`config.mk`:
```
export PLATFORM = sky130hd
export DESIGN_NAME = blk_xfer_seq
export DESIGN_NICKNAME = d
export VERILOG_FILES = /design/src/rtl/blk_xfer_pkg.sv /design/src/rtl/blk_xfer_ctrl.sv /design/src/rtl/blk_xfer_ptrs.sv /design/src/rtl/blk_xfer_flags.sv /design/src/rtl/blk_xfer_seq.sv
export SDC_FILE = /design/constraint.sdc
export NUM_CORES = 1
export LEC_CHECK = 0
export BUFFER_PORTS_ARGS = -buffer_cell sky130_fd_sc_hd__buf_2
export CORE_UTILIZATION = 50
export CTS_BUF_LIST = sky130_fd_sc_hd__clkbuf_8
export DETAILED_ROUTE_END_ITERATION = 10
export HOLD_SLACK_MARGIN = 0.1
export PLACE_DENSITY = 0.76
export SETUP_SLACK_MARGIN = 0.2
export SLEW_MARGIN = 20
export SYNTH_ARGS = -nofsm -noshare
export SYNTH_HDL_FRONTEND = slang
export SYNTH_HIERARCHICAL = 1
export SYNTH_SLANG_ARGS = --single-unit
```
`constraint.sdc`:
```
create_clock -name clk -period 4.1 [get_ports clk]
set_clock_uncertainty 0.1 [all_clocks]
set_input_delay 0.41 -clock clk [delete_from_list [all_inputs] [get_ports clk]]
set_output_delay 0.41 -clock clk [all_outputs]
set_load 0.01 [all_outputs]
```
`src/rtl/blk_xfer_pkg.sv`:
```
// Package: shared types and constants for the block copy/search sequencer.
// Assumes an 8-bit flag byte with fixed bit positions used by neighbours.
package blk_xfer_pkg;

    localparam int FW    = 8;
    localparam int FL_S  = 7;
    localparam int FL_Z  = 6;
    localparam int FL_H  = 4;
    localparam int FL_PV = 2;
    localparam int FL_N  = 1;
    localparam int FL_C  = 0;

    typedef enum logic [1:0] {
        ST_IDLE  = 2'd0,
        ST_READ  = 2'd1,
        ST_WRITE = 2'd2,
        ST_BOOK  = 2'd3
    } seq_state_e;

    typedef struct packed {
        logic search;
        logic rpt;
        logic down;
    } op_mode_t;

    function automatic op_mode_t decode_mode(input logic [2:0] code);
        op_mode_t m;
        m.search = code[2];
        m.rpt    = code[1];
        m.down   = code[0];
        return m;
    endfunction

endpackage

```
`src/rtl/blk_xfer_ctrl.sv`:
```
// Sequencer control: holds the operation mode and steps through
// idle -> read -> (write) -> bookkeeping, repeating or finishing.
// Assumes stop_cond is valid during the bookkeeping cycle.
module blk_xfer_ctrl
    import blk_xfer_pkg::*;
(
    input  logic       clk,
    input  logic       rst_n,
    input  logic       start,
    input  logic [2:0] mode,
    input  logic       stop_cond,
    output seq_state_e state_q,
    output op_mode_t   mode_q,
    output logic       load,
    output logic       book,
    output logic       done
);

    seq_state_e state_d;
    logic       finish;
    logic       done_q;

    // Start is taken only while idle.
    assign load   = (state_q == ST_IDLE) && start;
    assign book   = (state_q == ST_BOOK);
    assign finish = !mode_q.rpt || stop_cond;
    assign done   = done_q;

    // Next-state selection.
    always_comb begin
        state_d = state_q;
        case (state_q)
            ST_IDLE:  if (start) state_d = ST_READ;
            ST_READ:  state_d = mode_q.search ? ST_BOOK : ST_WRITE;
            ST_WRITE: state_d = ST_BOOK;
            ST_BOOK:  state_d = finish ? ST_IDLE : ST_READ;
            default:  state_d = ST_IDLE;
        endcase
    end

    // State, mode latch and end pulse registers.
    always_ff @(posedge clk) begin
        if (!rst_n) begin
            state_q <= ST_IDLE;
            mode_q  <= '0;
            done_q  <= 1'b0;
        end else begin
            state_q <= state_d;
            done_q  <= book && finish;
            if (load) mode_q <= decode_mode(mode);
        end
    end

endmodule

```
`src/rtl/blk_xfer_ptrs.sv`:
```
// Pointer and count registers: two address pointers that step up or down
// and a count that steps down by one per bookkeeping cycle.
// Assumes load and book are never high together.
module blk_xfer_ptrs #(
    parameter int AW = 16,
    parameter int CW = 16
) (
    input  logic          clk,
    input  logic          rst_n,
    input  logic          load,
    input  logic          book,
    input  logic          down,
    input  logic          move_dst,
    input  logic [AW-1:0] src_in,
    input  logic [AW-1:0] dst_in,
    input  logic [CW-1:0] cnt_in,
    output logic [AW-1:0] src_q,
    output logic [AW-1:0] dst_q,
    output logic [CW-1:0] cnt_q,
    output logic          cnt_nxt_zero
);

    localparam int NPTR = 2;

    logic [NPTR-1:0][AW-1:0] ptr_init;
    logic [NPTR-1:0]         ptr_move;
    logic [CW-1:0]           cnt_nxt;

    assign ptr_init = {dst_in, src_in};
    assign ptr_move = {move_dst, 1'b1};

    for (genvar g = 0; g < NPTR; g++) begin : g_ptr
        logic [AW-1:0] ptr_q;
        // One pointer: load at start, step by one in the chosen direction.
        always_ff @(posedge clk) begin
            if (!rst_n)                    ptr_q <= '0;
            else if (load)                 ptr_q <= ptr_init[g];
            else if (book && ptr_move[g])  ptr_q <= down ? ptr_q - AW'(1) : ptr_q + AW'(1);
        end
    end

    assign src_q = g_ptr[0].ptr_q;
    assign dst_q = g_ptr[1].ptr_q;

    assign cnt_nxt      = cnt_q - CW'(1);
    assign cnt_nxt_zero = (cnt_nxt == '0);

    // Count register: load at start, decrement once per step.
    always_ff @(posedge clk) begin
        if (!rst_n)     cnt_q <= '0;
        else if (load)  cnt_q <= cnt_in;
        else if (book)  cnt_q <= cnt_nxt;
    end

endmodule

```
`src/rtl/blk_xfer_flags.sv`:
```
// Flag unit: holds the comparison byte and the flag byte, and rewrites
// the affected flags at each bookkeeping cycle.
// Assumes rdata still holds the byte of the current step's read.
module blk_xfer_flags
    import blk_xfer_pkg::*;
#(
    parameter int DW = 8
) (
    input  logic          clk,
    input  logic          rst_n,
    input  logic          load,
    input  logic          book,
    input  logic          search,
    input  logic          cnt_nxt_zero,
    input  logic [DW-1:0] acc_in,
    input  logic [FW-1:0] flags_in,
    input  logic [DW-1:0] rdata,
    output logic [FW-1:0] flags_q,
    output logic          match
);

    localparam int HALF = DW / 2;

    logic [DW-1:0] acc_q;
    logic [DW-1:0] diff;
    logic [FW-1:0] flags_d;

    assign diff  = acc_q - rdata;
    assign match = (acc_q == rdata);

    // Flag byte after one step; untouched bits pass through.
    always_comb begin
        flags_d         = flags_q;
        flags_d[FL_H]   = search && (acc_q[HALF-1:0] < rdata[HALF-1:0]);
        flags_d[FL_N]   = search;
        flags_d[FL_PV]  = !cnt_nxt_zero;
        if (search) begin
            flags_d[FL_S] = diff[DW-1];
            flags_d[FL_Z] = match;
        end
    end

    // Comparison byte and flag byte registers.
    always_ff @(posedge clk) begin
        if (!rst_n) begin
            acc_q   <= '0;
            flags_q <= '0;
        end else if (load) begin
            acc_q   <= acc_in;
            flags_q <= flags_in;
        end else if (book) begin
            flags_q <= flags_d;
        end
    end

endmodule

```
`src/rtl/blk_xfer_seq.sv`:
```
// Top: block copy/search sequencer. Drives a synchronous memory port
// whose read data arrives one cycle after the read strobe and stays
// stable until the next read.
module blk_xfer_seq
    import blk_xfer_pkg::*;
#(
    parameter int AW = 16,
    parameter int CW = 16,
    parameter int DW = 8
) (
    input  logic          clk,
    input  logic          rst_n,
    input  logic          start,
    input  logic [2:0]    mode,
    input  logic [AW-1:0] src_in,
    input  logic [AW-1:0] dst_in,
    input  logic [CW-1:0] cnt_in,
    input  logic [DW-1:0] acc_in,
    input  logic [FW-1:0] flags_in,
    output logic [AW-1:0] mem_addr,
    output logic          mem_rd,
    output logic          mem_wr,
    output logic [DW-1:0] mem_wdata,
    input  logic [DW-1:0] mem_rdata,
    output logic [AW-1:0] src_out,
    output logic [AW-1:0] dst_out,
    output logic [CW-1:0] cnt_out,
    output logic [FW-1:0] flags_out,
    output logic          busy,
    output logic          done
);

    seq_state_e state_q;
    op_mode_t   mode_q;
    logic       load;
    logic       book;
    logic       cnt_nxt_zero;
    logic       match;
    logic       stop_cond;

    // Copies stop on zero count; searches also stop on a match.
    assign stop_cond = cnt_nxt_zero || (mode_q.search && match);

    blk_xfer_ctrl u_ctrl (
        .clk       (clk),
        .rst_n     (rst_n),
        .start     (start),
        .mode      (mode),
        .stop_cond (stop_cond),
        .state_q   (state_q),
        .mode_q    (mode_q),
        .load      (load),
        .book      (book),
        .done      (done)
    );

    blk_xfer_ptrs #(.AW(AW), .CW(CW)) u_ptrs (
        .clk          (clk),
        .rst_n        (rst_n),
        .load         (load),
        .book         (book),
        .down         (mode_q.down),
        .move_dst     (!mode_q.search),
        .src_in       (src_in),
        .dst_in       (dst_in),
        .cnt_in       (cnt_in),
        .src_q        (src_out),
        .dst_q        (dst_out),
        .cnt_q        (cnt_out),
        .cnt_nxt_zero (cnt_nxt_zero)
    );

    blk_xfer_flags #(.DW(DW)) u_flags (
        .clk          (clk),
        .rst_n        (rst_n),
        .load         (load),
        .book         (book),
        .search       (mode_q.search),
        .cnt_nxt_zero (cnt_nxt_zero),
        .acc_in       (acc_in),
        .flags_in     (flags_in),
        .rdata        (mem_rdata),
        .flags_q      (flags_out),
        .match        (match)
    );

    // Memory port: read from source, write to destination.
    assign mem_rd    = (state_q == ST_READ);
    assign mem_wr    = (state_q == ST_WRITE);
    assign mem_addr  = mem_wr ? dst_out : src_out;
    assign mem_wdata = mem_rdata;
    assign busy      = (state_q != ST_IDLE);

endmodule

```
==> results of run 1 <==
cell usage in the layout, fill, tap and decap left out, types with 6 or more instances in the layout:
cell type	n
mux2_4	9
buf_4	6
a21o_1	7
a211oi_1	23
o21ai_0	27
inv_1	26
a31oi_1	7
dfxtp_1	70
xor2_1	20
clkbuf_8	9
nor2b_1	18
o211ai_1	7
a21oi_1	45
nand2_1	45
mux2i_1	21
nor3_1	6
buf_2	161
mux2_2	7
xnor2_1	29
o221ai_1	10
nor2_1	42
nand3_1	7
ha_1	42
worst paths after layout:
kind	from	endpoint	slack [ns]	cells past startpoint
worst max register to register	u_ctrl/mode_q[0]$_SDFFE_PN0P_	u_ptrs/dst_q[15]$_SDFFE_PN0P_	0.98	9
worst min-delay path	flags_in[4]	u_flags/flags_q[4]$_SDFFE_PN0P_	0.19	2
worst min register to register	u_ctrl/mode_q[1]$_SDFFE_PN0P_	u_ctrl/done$_SDFF_PN0_	0.35	1
worst max-delay path	u_ctrl/mode_q[0]$_SDFFE_PN0P_	u_ptrs/dst_q[15]$_SDFFE_PN0P_	0.98	9
layout make-up:
cell class                      instances  area (sq um)
Timing Repair Buffer                  167           851
Fill cell                             969          4030
Inverter                               28           105
Clock inverter                          7          47.5
Sequential cell                        70          1400
Tap cell                              136           170
Clock buffer                            9           124
Multi-Input combinational cell        473          3550
routing by layer:
| metal | vias up | wire [microns] | global-route usage [%] |
|---|---|---|---|
| li1 | 2482 | - | - |
| met1 | 2401 | 6300 | 34.4 |
| met2 | 175 | 6930 | 44.7 |
| met5 | - | 0 | 0 |
| met3 | 22 | 1060 | 4.55 |
| met4 | 0 | 303 | 8.35 |
power groups by stage:
| stage | logic [mW] | clock network, mW | registers, mW |
|---|---|---|---|
| 5_1_grt | 2.25 | 0.557 | 1.20 |
| 4_1_cts | 2.04 | 0.530 | 1.16 |
| 3_3_place_gp | 1.96 | 0 | 1.17 |
| 2_1_floorplan | 1.45 | 0 | 1.16 |
| 6_report | 2.05 | 0.517 | 1.16 |
| 3_5_place_dp | 2.03 | 0 | 1.17 |
worst max-delay path, stage by stage (launching register included):
cell and delay [ns]:
dfxtp_1 0.82, ha_1 0.38, a211oi_2 0.26, o21bai_1 0.10, a21oi_1 0.30, o31ai_2 0.14, a221oi_2 0.32, xnor2_1 0.12
a32o_1 0.30, o21a_1 0.18
logic make-up (layout without fill, tap and decap cells):
| logic type | count (synthesis) | count (layout) | synth area share, % |
|---|---|---|---|
| DFF | 70 | 70 | 26.6 |
| adders and majority gates | 44 | 44 | 10.7 |
| muxes | 37 | 37 | 8.06 |
| xor gates and xnor gates | 49 | 49 | 8.15 |
| AOI/OAI and AO/OA | 175 | 175 | 22.9 |
| buffers and inverters | 66 | 211 | 5.92 |
| and+or+nand+nor | 168 | 168 | 17.6 |
registers in the layout (all words and copies together) (netlist names):
register / flops
u_flags/flags_q: 8
u_ctrl/state_q: 2
u_flags/acc_q: 8
u_ctrl/mode_q: 3
u_ptrs/dst_q: 16
u_ctrl/done: 1
u_ptrs/src_q: 16
u_ptrs/cnt_q: 16
metrics by stage:
| step | util [%] | power [mW] | hold slack (ns) | setup slack [ns] |
|---|---|---|---|---|
| 6_report | 60.8 | 3.73 | 0.192 | 0.976 |
| 5_1_grt | 60.8 | 4.00 | 0.191 | 0.801 |
| 4_1_cts | 60.8 | 3.73 | 0.188 | 1.04 |
| 3_5_place_dp | 59.1 | 3.20 | 0.348 | 1.03 |
| 3_3_place_gp | 59.1 | 3.12 | 0.341 | 1.14 |
| 2_1_floorplan | - | 2.61 | 0.325 | 1.06 |
==> summary.txt, run 1 <==
Power and ir drop
  • Clk pwr share: 13.9%
  • Psw: 1.73 mW
  • Sequential share of power: 31.2%
  • Int Power: 2.00 mW
  • Pleak: 2.88 nW
  • Switching share of power: 46.4%
  • Maximum vdd ir drop: 0.318 mV
  • Combinational share of power: 55.0%
  • P per Cell Area: 597 nW/um^2

Min path
  • Worst Hold Class: in -> reg

Drt
  • Detailed-router iteration count before antenna repair: 5
  • Routed vias/inst: 5.71
  • Post-route ant nets: 0
  • WL per Instance: 16.4 microns
  • Residual DRC count: 0
  • Initial drt markers: 299
  • Vias after detailed routing: 5,080
  • Total wire length: 14.6 mm

Die
  • Total die area: 10,900 sq um
  • Initial Utilization: 51.2%
  • Core area: 10,300 sq um
  • I/O pin count: 162
  • DIE HEIGHT: 105 microns
  • # rows: 37
  • Die width: 105 microns

Global routing
  • Gr usage total: 26.5%
  • Initial antenna violation count: 0
  • Largest net degree at the start of global routing: 41
  • Wire length of the first global-routing pass: 23.4 mm
  • Vias in the first global route: 4,803
  • Gr ovfl total: 0

Yosys
  • FF+latch count, synth: 70
  • Post-synth top flop: dfxtp_1
  • Post-synth top cells: 70 x dfxtp_1, 45 x a21oi_1, 45 x nand2_1, 42 x ha_1, 42 x nor2_1
  • Top-count cell post-synth: dfxtp_1
  • Synthesized area: 5260 sq um
  • Mapped Nets: 731
  • Synth Warn #: 6
  • Top post-synthesis cells by area: dfxtp_1 27%, ha_1 10%, xnor2_1 4.8%, a21oi_1 4.3%, mux2i_1 4.0%
  • Mean Syn Cell Area: 8.64 sq um
  • Asr flop ratio synth: 0%
  • Number of flops mapped to enable cells by yosys: 0
  • Yosys top cell area share: 26.6%
  • Mapped Cells: 609
  • Count of different cell masters after synthesis: 75
  • Synth area leader: dfxtp_1
  • Sequential share of the synthesized area: 26.6%

STA
  • Final hold vios: 0
  • RSZ-0062 raised after global routing: no
  • Worst Max-Slew Pin Slew: 0.867 ns
  • Worst slew margin relative to its limit: 42.0%
  • Tcrit/Tclk final: 76.2%
  • Max-slew violations: 0
  • Total Neg Setup Slack: 0 ns
  • Final setup viols: 0
  • Fmax: 0.320 GHz
  • Tmin final: 3.12 ns

CTS
  • Setup Buffers After CTS: 0
  • CTS tree: built
  • Skew-Pair Late Insertion Delay: 0.34 ns
  • Clock root buffer: clkbuf_8
  • Clk sinks: 70
  • Htree depth: 3
  • Post-cts resize count: 0
  • CTS Buf Count: 9
  • Clock tree buffer depth: 2
  • Hold-fix buffers, CTS: 0
  • Clock transition at path regs: 0.09 ns

Setup path
  • WS Path Type: reg -> reg
  • Startpoint class of the critical path: flip-flop
  • Worst setup EP type: flip-flop
  • Top fanout value on the critical path: 18
  • CP arrival: 3.26 ns
  • Critical Path RT: 4.24 ns

Placed design
  • Post-DP HPWL: 10.7 mm
  • Count of input and output buffers: 161
  • Cell count after placement: 874
  • Gpl congestion: 0.893
  • Placed Area: 6080 sq um

Cells and area
  • Final instance area: 6250 sq um
  • Final cell count without fillers: 890
  • Antenna diodes: 0
  • Layout area overhead: 18.7%
  • Share of cells above drive strength 1: 30.6%
  • Nets: 871

Run status
  • Status: complete, no violations

Job
  • Max Cap Viol: 0
Power figures use the tool's default switching activity.
==> run 2, diff against run 1 <==
Clock period 4.1 ns to 3.3 ns, I/O delays scaled along.
==> run 2 against run 1 <==
Compared with the run above:
- clock power rose by 39%
- register-to-register slack got worse by 0.56 ns
- die area did not move
- first-iteration DRC count rose by 15%
- combinational power rose by 26%
- sequential power rose by 24%
- count of clock-buffer cells in the layout rose by 1
- sequential cell count did not move
- non-clock buffer count rose by 8
- sequential share of layout area fell by 0.34 points
- setup slack got worse by 0.56 ns
- total power rose by 27%
- critical path type unchanged
- critical endpoint unchanged
- largest power group unchanged
==> summary.txt, run 2 (synthesis gave the netlist of run 1 again) <==
Setup path
  • Worst setup EP type: flip-flop
  • WS Path Type: reg -> reg
  • RR Startpoint: u_ctrl/mode_q[0]$_SDFFE_PN0P_
  • Worst reg2reg setup slack: 0.41 ns
  • Startpoint class of the critical path: flip-flop
  • FF-to-FF End: u_ptrs/dst_q[15]$_SDFFE_PN0P_
  • Top fanout value on the critical path: 9
  • CP arrival: 3.05 ns
  • Cells on worst reg2reg path: 9
  • Critical Path RT: 3.46 ns

STA
  • RSZ-0062 raised after global routing: no
  • Fmax: 0.346 GHz
  • Worst slew margin relative to its limit: 57.2%
  • Final critical-path setup slack: 0.412 ns
  • Final setup viols: 0
  • Tmin final: 2.89 ns
  • Final hold vios: 0
  • Smallest hold slack: 0.111 ns
  • Max-slew violations: 0
  • Tcrit/Tclk final: 87.5%
  • Worst Max-Slew Pin Slew: 0.642 ns
  • Total Neg Setup Slack: 0 ns

Cells and area
  • Final core occ: 61.7%
  • Most frequent cells in the layout: 161 x buf_2, 70 x dfxtp_1, 45 x nand2_1, 45 x a21oi_1
  • FF/Latch Area: 1400 sq um
  • Commonest non-fill, non-tap cell in the layout: buf_2
  • Final instance area: 6340 sq um
  • Fill cells: 941
  • Final cell count without fillers: 898
  • Area of the multi-input gates: 3550 sq um
  • Nets: 879
  • Layout area overhead: 20.5%
  • Share of cells above drive strength 1: 30.7%
  • Antenna diodes: 0

Global routing
  • Vias in the first global route: 4,835
  • Gr usage total: 27.3%
  • Wire length of the first global-routing pass: 23.8 mm
  • Largest net degree at the start of global routing: 41
  • Initial antenna violation count: 0
  • Gr ovfl total: 0

Run status
  • Status: complete, no violations

Die
  • I/O pin count: 162
  • # rows: 37
  • Total die area: 10,900 sq um
  • Initial Utilization: 51.2%
  • Core area: 10,300 sq um
  • DIE HEIGHT: 105 microns
  • Die width: 105 microns

Drt
  • Routed vias/inst: 5.76
  • Total wire length: 14.9 mm
  • WL per Instance: 16.6 microns
  • Post-route ant nets: 0
  • Vias after detailed routing: 5,172
  • Initial drt markers: 343
  • Detailed-router iteration count before antenna repair: 5
  • Residual DRC count: 0

CTS
  • Htree depth: 3
  • Clock root buffer: clkbuf_8
  • Clock tree buffer depth: 2
  • Setup Buffers After CTS: 0
  • Skew-Pair Late Insertion Delay: 0.36 ns
  • Clk sinks: 70
  • CTS tree: built
  • Clock transition at path regs: 0.08 ns
  • CTS Buf Count: 9

Placed design
  • Gpl congestion: 0.915
  • Placed Area: 6120 sq um
  • Cell count after placement: 879
  • Count of input and output buffers: 161
  • Post-DP HPWL: 11.2 mm
  • Pre-CTS WS: 0.445 ns

Min path
  • Worst Hold Class: in -> reg
  • Hold EP: u_ptrs/src_q[1]$_SDFFE_PN0P_
  • Hold Path Depth: 3
  • Start point of the worst hold path: src_in[1]

Power and ir drop
  • P per Cell Area: 748 nW/um^2
  • Pleak: 2.94 nW
  • Maximum vdd ir drop: 0.362 mV
  • Total power: 4.74 mW

Job
  • Max Cap Viol: 0
-- run 2: worst max-delay path by stage --
stage                                    end                     startpoint  depth (start not counted)
5_1_grt        u_ptrs/dst_q[15]$_SDFFE_PN0P_  u_ctrl/mode_q[0]$_SDFFE_PN0P_                          9
2_1_floorplan  u_ptrs/dst_q[15]$_SDFFE_PN0P_  u_ctrl/mode_q[0]$_SDFFE_PN0P_                          9
3_5_place_dp   u_ptrs/dst_q[15]$_SDFFE_PN0P_  u_ctrl/mode_q[0]$_SDFFE_PN0P_                          9
6_report       u_ptrs/dst_q[15]$_SDFFE_PN0P_  u_ctrl/mode_q[0]$_SDFFE_PN0P_                          9
4_1_cts        u_ptrs/dst_q[15]$_SDFFE_PN0P_  u_ctrl/mode_q[0]$_SDFFE_PN0P_                          9
3_3_place_gp   u_ptrs/dst_q[15]$_SDFFE_PN0P_  u_ctrl/mode_q[0]$_SDFFE_PN0P_                          9
-- run 2: final cells by class --
type	count	share of cell area [%]
clock inverters	6	0.966
flip-flops and latches	70	22.1
multi-input cells	473	56.0
clock buffers	10	2.17
well taps	136	2.68
repair buffers	175	14.5
inverters	28	1.66
-- run 2: where the power goes --
part	internal, mW	switching (mW)	total (mW)
logic	1.14	1.44	2.59
registers	1.09	0.352	1.44
clock network	0.368	0.348	0.717
total	2.60	2.14	4.74
-- run 2: routing by layer --
layer  GRT usage [%]  routed length [microns]
met4            11.1                      354
met5               0                        0
met1            35.2                     6380
met2            44.7                     7100
met3            5.24                     1050
-- run 2: worst max-delay path: stages (launching register included) --
cell and delay, ns:
dfxtp_1 0.56, buf_4 0.26, ha_1 0.34, a21o_2 0.28, o41ai_4 0.22, o31ai_2 0.15, a221oi_2 0.30, xnor2_1 0.12
a32o_1 0.27, o21a_1 0.18
-- run 2: repair_timing --
item	CTS	global route
gates resized for setup	0	0
hold buffers	3	0
endpoints found under the hold margin	3	0
==> run 3, diff against run 2 <==
Settings changed: MAX_ROUTING_LAYER from default to met4.
==> run 3 against run 2 <==
Compared with the run above:
- non-clock buffer count shrank 1
- count of clock-buffer cells in the layout is the same
- core utilization unchanged
- largest power group unchanged
- largest cell class unchanged
- critical endpoint unchanged
- critical path type unchanged
==> summary.txt, run 3 (synthesis gave the netlist of run 1 again) <==
Cells and area
  • Layout area overhead: 20.5%
  • Fill cells: 932
  • Antenna diodes: 0
  • Most frequent cells in the layout: 161 x buf_2, 70 x dfxtp_1, 45 x nand2_1, 45 x a21oi_1
  • Final instance area: 6340 sq um
  • Final cell count without fillers: 897
  • Commonest non-fill, non-tap cell in the layout: buf_2
  • Nets: 878
  • Share of cells above drive strength 1: 30.9%

Global routing
  • Gr ovfl total: 0
  • Wire length of the first global-routing pass: 23.2 mm
  • Initial antenna violation count: 0
  • Largest net degree at the start of global routing: 41
  • Gr usage total: 27.2%
  • Vias in the first global route: 4,790

CTS
  • Clock transition at path regs: 0.09 ns
  • Clock tree buffer depth: 2
  • Skew-Pair Late Insertion Delay: 0.36 ns
  • Clk sinks: 70
  • Setup Buffers After CTS: 0
  • Clock root buffer: clkbuf_8
  • Htree depth: 3
  • CTS Buf Count: 9
  • CTS tree: built

Job
  • Max Cap Viol: 0

Die
  • # rows: 37
  • Die width: 105 microns
  • Total die area: 10,900 sq um
  • Initial Utilization: 51.2%
  • I/O pin count: 162
  • Core area: 10,300 sq um
  • DIE HEIGHT: 105 microns

Power and ir drop
  • Maximum vdd ir drop: 0.320 mV
  • Pleak: 2.93 nW
  • Total power: 4.76 mW
  • P per Cell Area: 750 nW/um^2

STA
  • Fmax: 0.351 GHz
  • Tcrit/Tclk final: 86.3%
  • RSZ-0062 raised after global routing: no
  • Total Neg Setup Slack: 0 ns
  • Final hold vios: 0
  • Worst Max-Slew Pin Slew: 0.631 ns
  • Worst slew margin relative to its limit: 57.8%
  • Final setup viols: 0
  • Max-slew violations: 0
  • Tmin final: 2.85 ns

Setup path
  • WS Path Type: reg -> reg
  • Worst path cell trace: buf_4, ha_1, a21o_2, o41ai_4, o31ai_2, a221oi_2, xnor2_1, a32o_1, o21a_1
  • CP arrival: 3.00 ns
  • Crit path max-delay family: compound AO/OA/AOI/OAI gates
  • Top fanout value on the critical path: 9
  • CP bufs+invs: 1
  • FF-to-FF End: u_ptrs/dst_q[15]$_SDFFE_PN0P_
  • Worst reg2reg setup slack: 0.45 ns
  • Critical Path RT: 3.45 ns
  • RR Startpoint: u_ctrl/mode_q[0]$_SDFFE_PN0P_
  • Startpoint class of the critical path: flip-flop
  • Cells on worst reg2reg path: 9
  • Worst path max stage delay: 0.54 ns
  • Slowest stage cell, crit path: dfxtp_1
  • Worst setup EP type: flip-flop

Drt
  • Detailed-router iteration count before antenna repair: 7
  • Vias after detailed routing: 5,069
  • WL per Instance: 16.2 microns
  • Post-route ant nets: 0
  • Total wire length: 14.6 mm
  • Routed vias/inst: 5.65
  • Initial drt markers: 290
  • Residual DRC count: 0

Min path
  • Start point of the worst hold path: cnt_in[7]
  • Worst Hold Class: in -> reg
  • Hold Path Depth: 3
  • Hold EP: u_ptrs/cnt_q[7]$_SDFFE_PN0P_

Placed design
  • Cell count after placement: 879
  • Gpl congestion: 0.925
  • Placed Area: 6120 sq um
  • Post-DP HPWL: 11.0 mm
  • Count of input and output buffers: 161

Run status
  • Status: complete, no violations
-- run 3: changes by cell type in the layout (fill, tap and decap cells not counted) --
cell and delta:
clkinv_2 -2, clkinv_4 +2, clkinvlp_4 +2, dlygate4sd3_1 -1, inv_1 -1, inv_6 -1
-- run 3: through the flow --
stage               hold slack, ns  worst slack, ns  utilization (%)
CTS                          0.102            0.462             61.7
global placement             0.339            0.579             59.5
finish                       0.115            0.453             61.7
global route                 0.110            0.248             61.7
detailed placement           0.346            0.478             59.5
floorplan                    0.325            0.265                -
-- run 3: how the worst max path moves through the flow --
stage                                   from                       endpoint  slack (ns)  cells after the start
6_report       u_ctrl/mode_q[0]$_SDFFE_PN0P_  u_ptrs/dst_q[15]$_SDFFE_PN0P_        0.45                      9
5_1_grt        u_ctrl/mode_q[0]$_SDFFE_PN0P_  u_ptrs/dst_q[15]$_SDFFE_PN0P_        0.25                      9
4_1_cts        u_ctrl/mode_q[0]$_SDFFE_PN0P_  u_ptrs/dst_q[15]$_SDFFE_PN0P_        0.46                      9
3_5_place_dp   u_ctrl/mode_q[0]$_SDFFE_PN0P_  u_ptrs/dst_q[15]$_SDFFE_PN0P_        0.48                      9
3_3_place_gp   u_ctrl/mode_q[0]$_SDFFE_PN0P_  u_ptrs/dst_q[15]$_SDFFE_PN0P_        0.58                      9
2_1_floorplan  u_ctrl/mode_q[0]$_SDFFE_PN0P_  u_ptrs/dst_q[15]$_SDFFE_PN0P_        0.26                      9
-- run 3: what timing repair did --
action / in CTS / in global routing
endpoints found under the hold margin: 2 / 0
hold buffers: 2 / 0
gates resized for setup: 0 / 0
-- run 3: area by class of cell --
type | instances | area (sq um) | area share, %
multi-input cells | 473 | 3550 | 56.0
clock buffers | 10 | 138 | 2.17
well taps | 136 | 170 | 2.68
repair buffers | 174 | 908 | 14.3
clock inverters | 6 | 71.3 | 1.12
inverters | 28 | 105 | 1.66
flip-flops and latches | 70 | 1400 | 22.1
-- run 3: per-layer routing --
metal  up-vias  global-route usage (%)  wire length [microns]  share of wire [%]
met4         0                    8.75                    210                1.4
met2       170                    44.1                   6960                 48
met1      2385                    34.6                   6610                 45
li1       2497                       -                      -                  -
met5         -                       -                      0                  0
met3        17                    4.62                    782                5.4
-- run 3: power by group --
part,internal [mW],total [mW],switching (mW)
clock,0.374,0.745,0.372
sequential,1.09,1.44,0.356
combinational,1.14,2.57,1.43
-- run 3: tightest hold or removal path, delay by kind of cell --
family | cells | cell delay, ns
buffers and inverters | 1 | 0.09
AND/OR/NAND/NOR | 1 | 0.05
AO/OA/AOI/OAI | 1 | 0.05
